===== config.mk =====
export PLATFORM = sky130hd
export DESIGN_NAME = isa_slave_front
export DESIGN_NICKNAME = d
export VERILOG_FILES = /design/src/rtl/isa_front_pkg.sv /design/src/rtl/isa_addr_decode.sv /design/src/rtl/isa_req_router.sv /design/src/rtl/isa_dma_track.sv /design/src/rtl/isa_slave_front.sv
export SDC_FILE = /design/constraint.sdc
export NUM_CORES = 1
export LEC_CHECK = 0
export ABC_CLOCK_PERIOD_IN_PS = 2440
export BUFFER_PORTS_ARGS = -buffer_cell sky130_fd_sc_hd__buf_2
export CELL_PAD_IN_SITES_DETAIL_PLACEMENT = 1
export CELL_PAD_IN_SITES_GLOBAL_PLACEMENT = 1
export CORE_ASPECT_RATIO = 2
export CORE_MARGIN = 8
export CORE_UTILIZATION = 39
export DETAILED_ROUTE_END_ITERATION = 10
export GPL_ROUTABILITY_DRIVEN = 0
export PLACE_DENSITY = 0.9
export REMOVE_ABC_BUFFERS = 1
export SYNTH_ARGS = -nofsm -noshare
export SYNTH_HDL_FRONTEND = slang
export SYNTH_SLANG_ARGS = --single-unit

===== constraint.sdc =====
create_clock -name clk -period 2.44 [get_ports clk]
set_input_delay 0.244 -clock clk [delete_from_list [all_inputs] [get_ports clk]]
set_output_delay 0.244 -clock clk [all_outputs]
set_load 0.02 [all_outputs]

===== src/rtl/isa_front_pkg.sv =====
package isa_front_pkg;
  localparam int ADDR_W = 12;
  localparam int OFS_W  = 4;
  localparam int TOP_W  = 2;
  localparam int BASE_W = ADDR_W - TOP_W - OFS_W;

  // window match: top bits clear and block bits equal to base
  function automatic logic window_hit(input logic [ADDR_W-1:0] a,
                                      input logic [BASE_W-1:0] base);
    return (a[ADDR_W-1 -: TOP_W] == '0) && (a[OFS_W +: BASE_W] == base);
  endfunction

  // bus qualification: address enable low, chip selected, some strobe low
  function automatic logic bus_live(input logic aen_n, input logic ce,
                                    input logic ior_n, input logic iow_n);
    return !aen_n && ce && (!ior_n || !iow_n);
  endfunction
endpackage


===== src/rtl/isa_addr_decode.sv =====
module isa_addr_decode
  import isa_front_pkg::*;
(
  input  logic              clk,
  input  logic              rst_n,
  input  logic [ADDR_W-1:0] bus_addr,
  input  logic              aen_n,
  input  logic              ior_n,
  input  logic              iow_n,
  input  logic              chip_en,
  input  logic              dec_en,
  input  logic [BASE_W-1:0] base,
  output logic              rd_hit,
  output logic              wr_hit,
  output logic              rd_stb,
  output logic              wr_stb,
  output logic [OFS_W-1:0]  reg_idx,
  output logic              xcvr_en_n
);
  logic match;
  logic rd_hit_q, wr_hit_q;
  logic rd_first, wr_first;

  assign match    = dec_en && bus_live(aen_n, chip_en, ior_n, iow_n)
                    && window_hit(bus_addr, base);
  assign rd_hit   = match && !ior_n;
  assign wr_hit   = match && !iow_n;
  assign rd_first = rd_hit && !rd_hit_q;
  assign wr_first = wr_hit && !wr_hit_q;
  assign xcvr_en_n = !match;

  always_ff @(posedge clk or negedge rst_n) begin
    if (!rst_n) begin
      rd_hit_q <= 1'b0;
      wr_hit_q <= 1'b0;
      rd_stb   <= 1'b0;
      wr_stb   <= 1'b0;
      reg_idx  <= '0;
    end else begin
      rd_hit_q <= rd_hit;
      wr_hit_q <= wr_hit;
      rd_stb   <= rd_first;
      wr_stb   <= wr_first;
      if (rd_first || wr_first) reg_idx <= bus_addr[OFS_W-1:0];
    end
  end
endmodule


===== src/rtl/isa_req_router.sv =====
module isa_req_router #(
  parameter int N     = 4,
  parameter int SEL_W = (N > 1) ? $clog2(N) : 1
) (
  input  logic             clk,
  input  logic             rst_n,
  input  logic             upd,
  input  logic             new_on,
  input  logic [SEL_W-1:0] new_sel,
  input  logic             gate,
  output logic [N-1:0]     sel_mask,
  output logic [N-1:0]     oe
);
  logic             act_on, gap, nxt_on;
  logic [SEL_W-1:0] act_sel, nxt_sel;
  logic             req_on;

  // a select outside the pin range counts as routing off
  assign req_on = new_on && (32'(new_sel) < N);

  always_ff @(posedge clk or negedge rst_n) begin
    if (!rst_n) begin
      act_on  <= 1'b0;
      act_sel <= '0;
      gap     <= 1'b0;
      nxt_on  <= 1'b0;
      nxt_sel <= '0;
    end else if (upd) begin
      if (act_on && (!req_on || new_sel != act_sel)) begin
        act_on  <= 1'b0;
        gap     <= 1'b1;
        nxt_on  <= req_on;
        nxt_sel <= new_sel;
      end else if (!act_on) begin
        act_on  <= req_on;
        act_sel <= new_sel;
        gap     <= 1'b0;
      end
    end else if (gap) begin
      act_on  <= nxt_on;
      act_sel <= nxt_sel;
      gap     <= 1'b0;
    end
  end

  for (genvar i = 0; i < N; i++) begin : g_pin
    assign sel_mask[i] = act_on && (act_sel == SEL_W'(i));
    assign oe[i]       = gate && sel_mask[i];
  end
endmodule


===== src/rtl/isa_dma_track.sv =====
module isa_dma_track #(
  parameter int N = 3
) (
  input  logic         clk,
  input  logic         rst_n,
  input  logic         req_set,
  input  logic [N-1:0] dack_n,
  input  logic [N-1:0] sel_mask,
  input  logic         ior_n,
  input  logic         iow_n,
  output logic         ack_evt,
  output logic         pending
);
  assign ack_evt = (|(~dack_n & sel_mask)) && (!ior_n || !iow_n);

  always_ff @(posedge clk or negedge rst_n) begin
    if (!rst_n)       pending <= 1'b0;
    else if (req_set) pending <= 1'b1;
    else if (ack_evt) pending <= 1'b0;
  end
endmodule


===== src/rtl/isa_slave_front.sv =====
module isa_slave_front
  import isa_front_pkg::*;
#(
  parameter int IRQ_N = 4,
  parameter int DRQ_N = 3
) (
  input  logic                       clk,
  input  logic                       rst_n,
  input  logic [11:0]                bus_addr,
  input  logic                       aen_n,
  input  logic                       ior_n,
  input  logic                       iow_n,
  input  logic                       chip_en,
  input  logic                       cfg_we,
  input  logic                       cfg_dec_en,
  input  logic [5:0]                 cfg_base,
  input  logic                       cfg_irq_on,
  input  logic [$clog2(IRQ_N)-1:0]   cfg_irq_sel,
  input  logic                       cfg_drq_on,
  input  logic [$clog2(DRQ_N+1)-1:0] cfg_drq_sel,
  input  logic                       int_req,
  input  logic                       dma_req,
  input  logic [DRQ_N-1:0]           dack_n,
  output logic                       rd_stb,
  output logic                       wr_stb,
  output logic [3:0]                 reg_idx,
  output logic                       xcvr_en_n,
  output logic [IRQ_N-1:0]           irq_val,
  output logic [IRQ_N-1:0]           irq_oe,
  output logic [DRQ_N-1:0]           drq_val,
  output logic [DRQ_N-1:0]           drq_oe
);
  localparam int IRQ_SW = $clog2(IRQ_N);
  localparam int DRQ_SW = $clog2(DRQ_N + 1);

  logic              dec_en;
  logic [BASE_W-1:0] base_q;
  logic              rd_hit, wr_hit;
  logic              route_gate;
  logic [IRQ_N-1:0]  irq_mask;
  logic [DRQ_N-1:0]  drq_mask;
  logic              dma_ack_evt;
  logic              dma_pending;

  always_ff @(posedge clk or negedge rst_n) begin
    if (!rst_n) begin
      dec_en <= 1'b0;
      base_q <= '0;
    end else if (cfg_we) begin
      dec_en <= cfg_dec_en;
      base_q <= cfg_base;
    end
  end

  assign route_gate = chip_en && dec_en;

  isa_addr_decode u_dec (
    .clk       (clk),
    .rst_n     (rst_n),
    .bus_addr  (bus_addr),
    .aen_n     (aen_n),
    .ior_n     (ior_n),
    .iow_n     (iow_n),
    .chip_en   (chip_en),
    .dec_en    (dec_en),
    .base      (base_q),
    .rd_hit    (rd_hit),
    .wr_hit    (wr_hit),
    .rd_stb    (rd_stb),
    .wr_stb    (wr_stb),
    .reg_idx   (reg_idx),
    .xcvr_en_n (xcvr_en_n)
  );

  isa_req_router #(.N(IRQ_N), .SEL_W(IRQ_SW)) u_irq_rt (
    .clk      (clk),
    .rst_n    (rst_n),
    .upd      (cfg_we),
    .new_on   (cfg_irq_on && cfg_dec_en),
    .new_sel  (cfg_irq_sel),
    .gate     (route_gate),
    .sel_mask (irq_mask),
    .oe       (irq_oe)
  );

  isa_req_router #(.N(DRQ_N), .SEL_W(DRQ_SW)) u_drq_rt (
    .clk      (clk),
    .rst_n    (rst_n),
    .upd      (cfg_we),
    .new_on   (cfg_drq_on && cfg_dec_en),
    .new_sel  (cfg_drq_sel),
    .gate     (route_gate),
    .sel_mask (drq_mask),
    .oe       (drq_oe)
  );

  isa_dma_track #(.N(DRQ_N)) u_dma (
    .clk      (clk),
    .rst_n    (rst_n),
    .req_set  (dma_req),
    .dack_n   (dack_n),
    .sel_mask (drq_mask),
    .ior_n    (ior_n),
    .iow_n    (iow_n),
    .ack_evt  (dma_ack_evt),
    .pending  (dma_pending)
  );

  assign irq_val = irq_oe & {IRQ_N{int_req}};
  assign drq_val = drq_oe & {DRQ_N{dma_pending}};
endmodule


* Word level (Yosys, flattened, before mapping)
Cells that the tools add are included.
Operators by class: magnitude comparators 1, equality and inequality tests 14, muxes and demuxes 24, bitwise operators 4, reductions and logical operators 53
Operators by type and width (number):
- $logic_and 1x1->1 | 30
- $mux 1 | 16
- $mux 2 | 8
- $logic_not 1->1 | 8
- $ne 2x2->1 const B | 4
- $and 3x3->3 | 2
- $eq 2x2->1 const B | 3
- $eq 6x6->1 | 1
- $logic_not 2->1 | 3
- $ne 3x3->1 const B | 2
- $reduce_and 3->1 | 2
- $reduce_bool 2->1 | 3
- $and 4x4->4 | 1
- $eq 2x1->1 const B | 2
- $logic_or 1x1->1 | 4
- $ne 2x2->1 | 2
- $reduce_and 2->1 | 2
- $not 3->3 | 1
- $reduce_or 3->1 | 1
- $lt 2x2->1 const B | 1
Word-level totals: flip-flop bits (word level) 30, bits of input ports 37, logic and storage cells 114

* Longest topological paths before layout
depth in word-level cells 8, gate-level depth with buffers 5

* Modules after synthesis
A second synthesis with hierarchy kept.
Second synthesis, totals: cell total of the unflattened synthesis 158, area, all modules 1705.4 sq um
By module, submodules not included:
- isa_req_router at u_irq_rt | instances 1, cells each 52, area each 478.0 sq um, sequential area each 175.2 sq um
- isa_req_router at u_drq_rt | instances 1, cells each 45, area each 425.4 sq um, sequential area each 175.2 sq um
- isa_addr_decode | instances 1, cells each 29, area each 376.6 sq um, sequential area each 200.2 sq um
- isa_slave_front | instances 1, cells each 25, area each 354.1 sq um, sequential area each 175.2 sq um
- isa_dma_track | instances 1, cells each 7, area each 71.3 sq um, sequential area each 25.0 sq um

* Least setup slack after synthesis
OpenSTA, ideal clock, no wires.
path kind reg-to-output, start point register u_drq_rt.act_on, end point output drq_val[1], arrival time 1.412 ns, data required time 2.196 ns, path slack 0.784 ns, cell stages (with the launch flop) 4, cells stage by stage dfrtp_1 -> nand3_1 -> nor3b_1 -> and2_1
On the way: cells in the longest elaborated chain, start to end 3
RTL lines:
- start, declared | RTL line isa_req_router.sv:14 | logic act_on, gap, nxt_on;
- start signal, assigned | RTL line isa_req_router.sv:35 | act_on <= req_on;
- start signal, assigned | RTL line isa_req_router.sv:40 | act_on <= nxt_on;
- $logic_and 1x1->1 | RTL line isa_req_router.sv:47 | assign sel_mask[i] = act_on && (act_sel == SEL_W'(i));
- $logic_and 1x1->1 | RTL line isa_req_router.sv:48 | assign oe[i] = gate && sel_mask[i];
- via drq_oe[1] | RTL line isa_slave_front.sv:31 | output logic [DRQ_N-1:0] drq_oe
- $and 3x3->3 | RTL line isa_slave_front.sv:110 | assign drq_val = drq_oe & {DRQ_N{dma_pending}};
- end, declared | RTL line isa_slave_front.sv:30 | output logic [DRQ_N-1:0] drq_val,
The timed path passes the listed nets, and every way through them passes these cells.

* Worst setup path after layout
start point register base_q[4], end point output xcvr_en_n
On the way: cells in the longest elaborated chain, start to end 4
RTL lines:
- start, declared | RTL line isa_slave_front.sv:37 | logic [BASE_W-1:0] base_q;
- start signal, assigned | RTL line isa_slave_front.sv:51 | base_q <= cfg_base;
- $eq 6x6->1 | RTL line isa_front_pkg.sv:10 | return (a[ADDR_W-1 -: TOP_W] == '0) && (a[OFS_W +: BASE_W] == base);
- $logic_and 1x1->1 | RTL line isa_front_pkg.sv:10
- $logic_and 1x1->1 | RTL line isa_addr_decode.sv:25 | && window_hit(bus_addr, base);
- $logic_not 1->1 | RTL line isa_addr_decode.sv:30 | assign xcvr_en_n = !match;
- end, declared | RTL line isa_slave_front.sv:27 | output logic xcvr_en_n,
No other way between the ends.

==> summary.md <==
| Metric | Value |
|---|---|
| Async SR Flop Fraction | `100%` |
| Worst vdd ir | `471 uV` |
| DR iter-0 viols | `17` |
| Area of the core | `0.00376 mm2` |
| Most frequent cells in the layout | `buf_2, dfrtp_1, nor2_1, mux2_2` |
| Final WL | `3920 um` |
| GR Overflow Total | `0` |
| Final hold slack | `-0.0106 ns` |
| HP Class | `in2async` |
| Number of synthesized flops with an enable pin | `0` |
| Power per standard cell area | `approximately 660 mW/mm2` |
| I/O pin count | `58` |
| Post-DP HPWL | `3140 um` |
| Initial Util | `between 30% and 40%` |
| Area post-placement | `0.00183 mm2` |
| DR vias/cell | `5.17` |
| Most used routing layer | `met2` |
| Seq. cell area | `751 um2` |
| Top FF cell, synth | `dfrtp_1` |
| Pre-antenna DRT Iters | `4` |
| Total number of vias | `1304` |
| Reg2Reg Setup Slack | `0.81 ns` |
| Startpoint types | `register` |
| Num CTS Buffers | `5` |
| Crit path kind | `reg2out` |
| Die Area | `0.00620 mm2` |
| Root buffer cell | `clkbuf_8` |
| Slew @ Worst Pin | `0.667 ns` |
| Req. time, crit path | `2.20 ns` |
| Clock slew at reported path FFs | `~0.060 ns` |
| GRT Overall Usage | `13.9%` |
| DP Cell Count | `245` |
| Met3 GRT Util | `around 8.6%` |
| Worst path slowest cell | `or4_1` |
| Post-Synthesis Cells | `142` |
| CTS-repair resized insts | `0` |
| Flop and latch count out of synthesis | `30` |
| Post-Synthesis Cell Area | `between 0.001 and 0.0015 mm2` |
| Synthesis-to-finish area growth | `27.0%` |
| Slew Viols, Final | `0` |
| Worst-skew pair later-pin latency | `0.28 ns` |
| Die X | `59.8 um` |
| Tot Pwr | `1250 uW` |
| Clk sinks | `30` |
| CTS tree | `yes` |
| Drt drc | `0` |
| Sequential-to-total area share from yosys stat | `50.1%` |
| Final worst clock skew | `0.00425 ns` |
| Row count | `32` |
| Status | `finished, violations left` |
| Final setup vio count | `0` |
| Layout Cells excl Fill | `252` |
| Max Fclk | `0.474 GHz` |
| Worst EP arrival | `roughly 1.9 ns` |
| Relative slew slack | `55.6%` |
| Routed len/inst | `15.6 um` |
| RSZ-0062 raised after global routing | `false` |
| Maximum buffer depth of the clock tree | `2` |
| Via count of the first global-routing pass | `between 1500 and 2000` |
| Port Buf Inserts | `57` |
| GRT met1 Usage | `13.9%` |
| CP max stage delay | `0.67 ns` |
| Syn_area_per_cell | `10.6 um2` |
| R2r startpoint | `u_drq_rt.act_sel[0]` |
| Setup TNS | `0 ns` |
| Max-Cap Viols | `0` |
| LEAKAGE | `between 0.0009 and 0.001 uW` |
| Post-CTS setup buffers | `0` |
| Crit end category | `output pin` |
| Min cycle time layout | `2.11 ns` |
| H-tree levels | `2` |
| Antenna Cells | `0` |
| Combined area of the multi-input logic cells | `719 um2` |
| Post-CTS Hold Buffers | `0` |
| Netlist cell types | `33` |
| Die H | `104 um` |
| Post-Layout Inst Area | `0.00190 mm2` |
| Routed Antenna Nets | `0` |
| Initial antenna violation count | `0` |
| Synth Warn # | `0` |
| Share of layout cells above drive strength 1 | `41.8%` |
| Filler Cells Inserted | `between 400 and 500` |
| Largest net degree at the start of global routing | `31` |
| Crit-path max FO | `5` |
| CP startpoint | `base_q[4]` |
| Global-route wire length before repair | `6750 um` |
| Layout Nets | `238` |
| CP cell instances | `xnor2_1, nand4_1, or4_1, buf_2` |
| Hold Vio Cnt, Final | `22` |
| Commonest non-fill, non-tap cell in the layout | `buf_2` |
| Final worst-path cycle share | `86.4%` |
| Failing checks | `hold timing` |
| Met2 GRT Util | `around 22%` |
==> cell type report <==
| class | instances | share of cell area (%) |
|---|---|---|
| well taps | 51 | 3.35 |
| multi-input cells | 105 | 37.8 |
| flip-flops and latches | 30 | 39.4 |
| repair buffers | 57 | 15.0 |
| inverters | 2 | 0.394 |
| clock buffers | 7 | 4.01 |
==> worst paths after layout <==
path | depth (start not counted) | end
setup / recovery | 4 | xcvr_en_n
hold / removal | 1 | u_drq_rt.act_sel[0]
setup reg to reg | 4 | u_drq_rt.nxt_sel[0]
hold reg to reg | 1 | u_dec.wr_stb
max in group asynchronous | 1 | u_irq_rt.nxt_sel[1]
min in group clk | 2 | u_dma.pending
==> through the flow <==
step,setup slack [ns],utilization (%)
2_1_floorplan,0.784,-
5_1_grt,0.234,50.6
3_5_place_dp,0.638,48.5
4_1_cts,0.317,50.6
6_report,0.331,50.6
3_3_place_gp,0.681,48.5
==> power breakdown <==
group          switching, uW  leakage [uW]  internal (uW)
Sequential              68.8      0.000367            565
Clock                    172     0.0000383            196
Combinational            123      0.000512            127
Total                    364      0.000917            888
==> sequential cells by signal, summed over array words and instances, names as in the netlist <==
name,flops
u_dec.wr_hit_q,1
u_drq_rt.gap,1
u_irq_rt.gap,1
u_dma.pending,1
u_drq_rt.act_sel,2
u_irq_rt.act_sel,2
u_irq_rt.nxt_on,1
u_irq_rt.act_on,1
u_dec.rd_stb,1
u_drq_rt.nxt_on,1
base_q,6
dec_en,1
u_irq_rt.nxt_sel,2
u_drq_rt.act_on,1
u_dec.rd_hit_q,1
u_drq_rt.nxt_sel,2
u_dec.wr_stb,1
u_dec.reg_idx,4
==> per-layer routing <==
metal / part of all wire, % / vias to the layer above
met5: 0 / -
met4: 1.5 / 0
met3: 15 / 7
met2: 47 / 65
met1: 36 / 616
li1: - / 616
==> Yosys cell counts, types with 2 or more instances <==
cell / number / area, um2
nand4_1: 3 / 18.8
nor3b_1: 2 / 15.0
nor3_2: 2 / 20.0
a31oi_1: 2 / 12.5
o22ai_1: 6 / 37.5
nor3_1: 5 / 25.0
xor2_1: 3 / 26.3
a211oi_1: 2 / 15.0
buf_2: 2 / 10.0
nand3_1: 3 / 15.0
nand2b_1: 7 / 43.8
clkbuf_1: 2 / 7.51
a21o_1: 2 / 15.0
dfrtp_1: 30 / 751
a21oi_1: 4 / 20.0
inv_1: 2 / 7.51
mux2_2: 16 / 180
and2_1: 3 / 18.8
nand2_1: 7 / 26.3
nor2_1: 21 / 78.8
xnor2_1: 6 / 52.6
==> critical path, delay by kind of cell (launching register included) <==
kind	cells	cell delay, ns
simple gates	2	0.80
flops	1	0.38
xor+xnor	1	0.18
buf+inv	1	0.22
==> kinds of logic (layout without fill, tap and decap cells) <==
kind of cell,Yosys count,count (layout),share of synthesized area [%]
muxes,16,16,12.0
and+or+nand+nor,57,57,19.6
AOI/OAI and AO/OA,23,23,11.1
buffers and inverters,7,66,1.92
DFF,30,30,50.1
xor gates and xnor gates,9,9,5.26
Power figures use the tool's default switching activity.
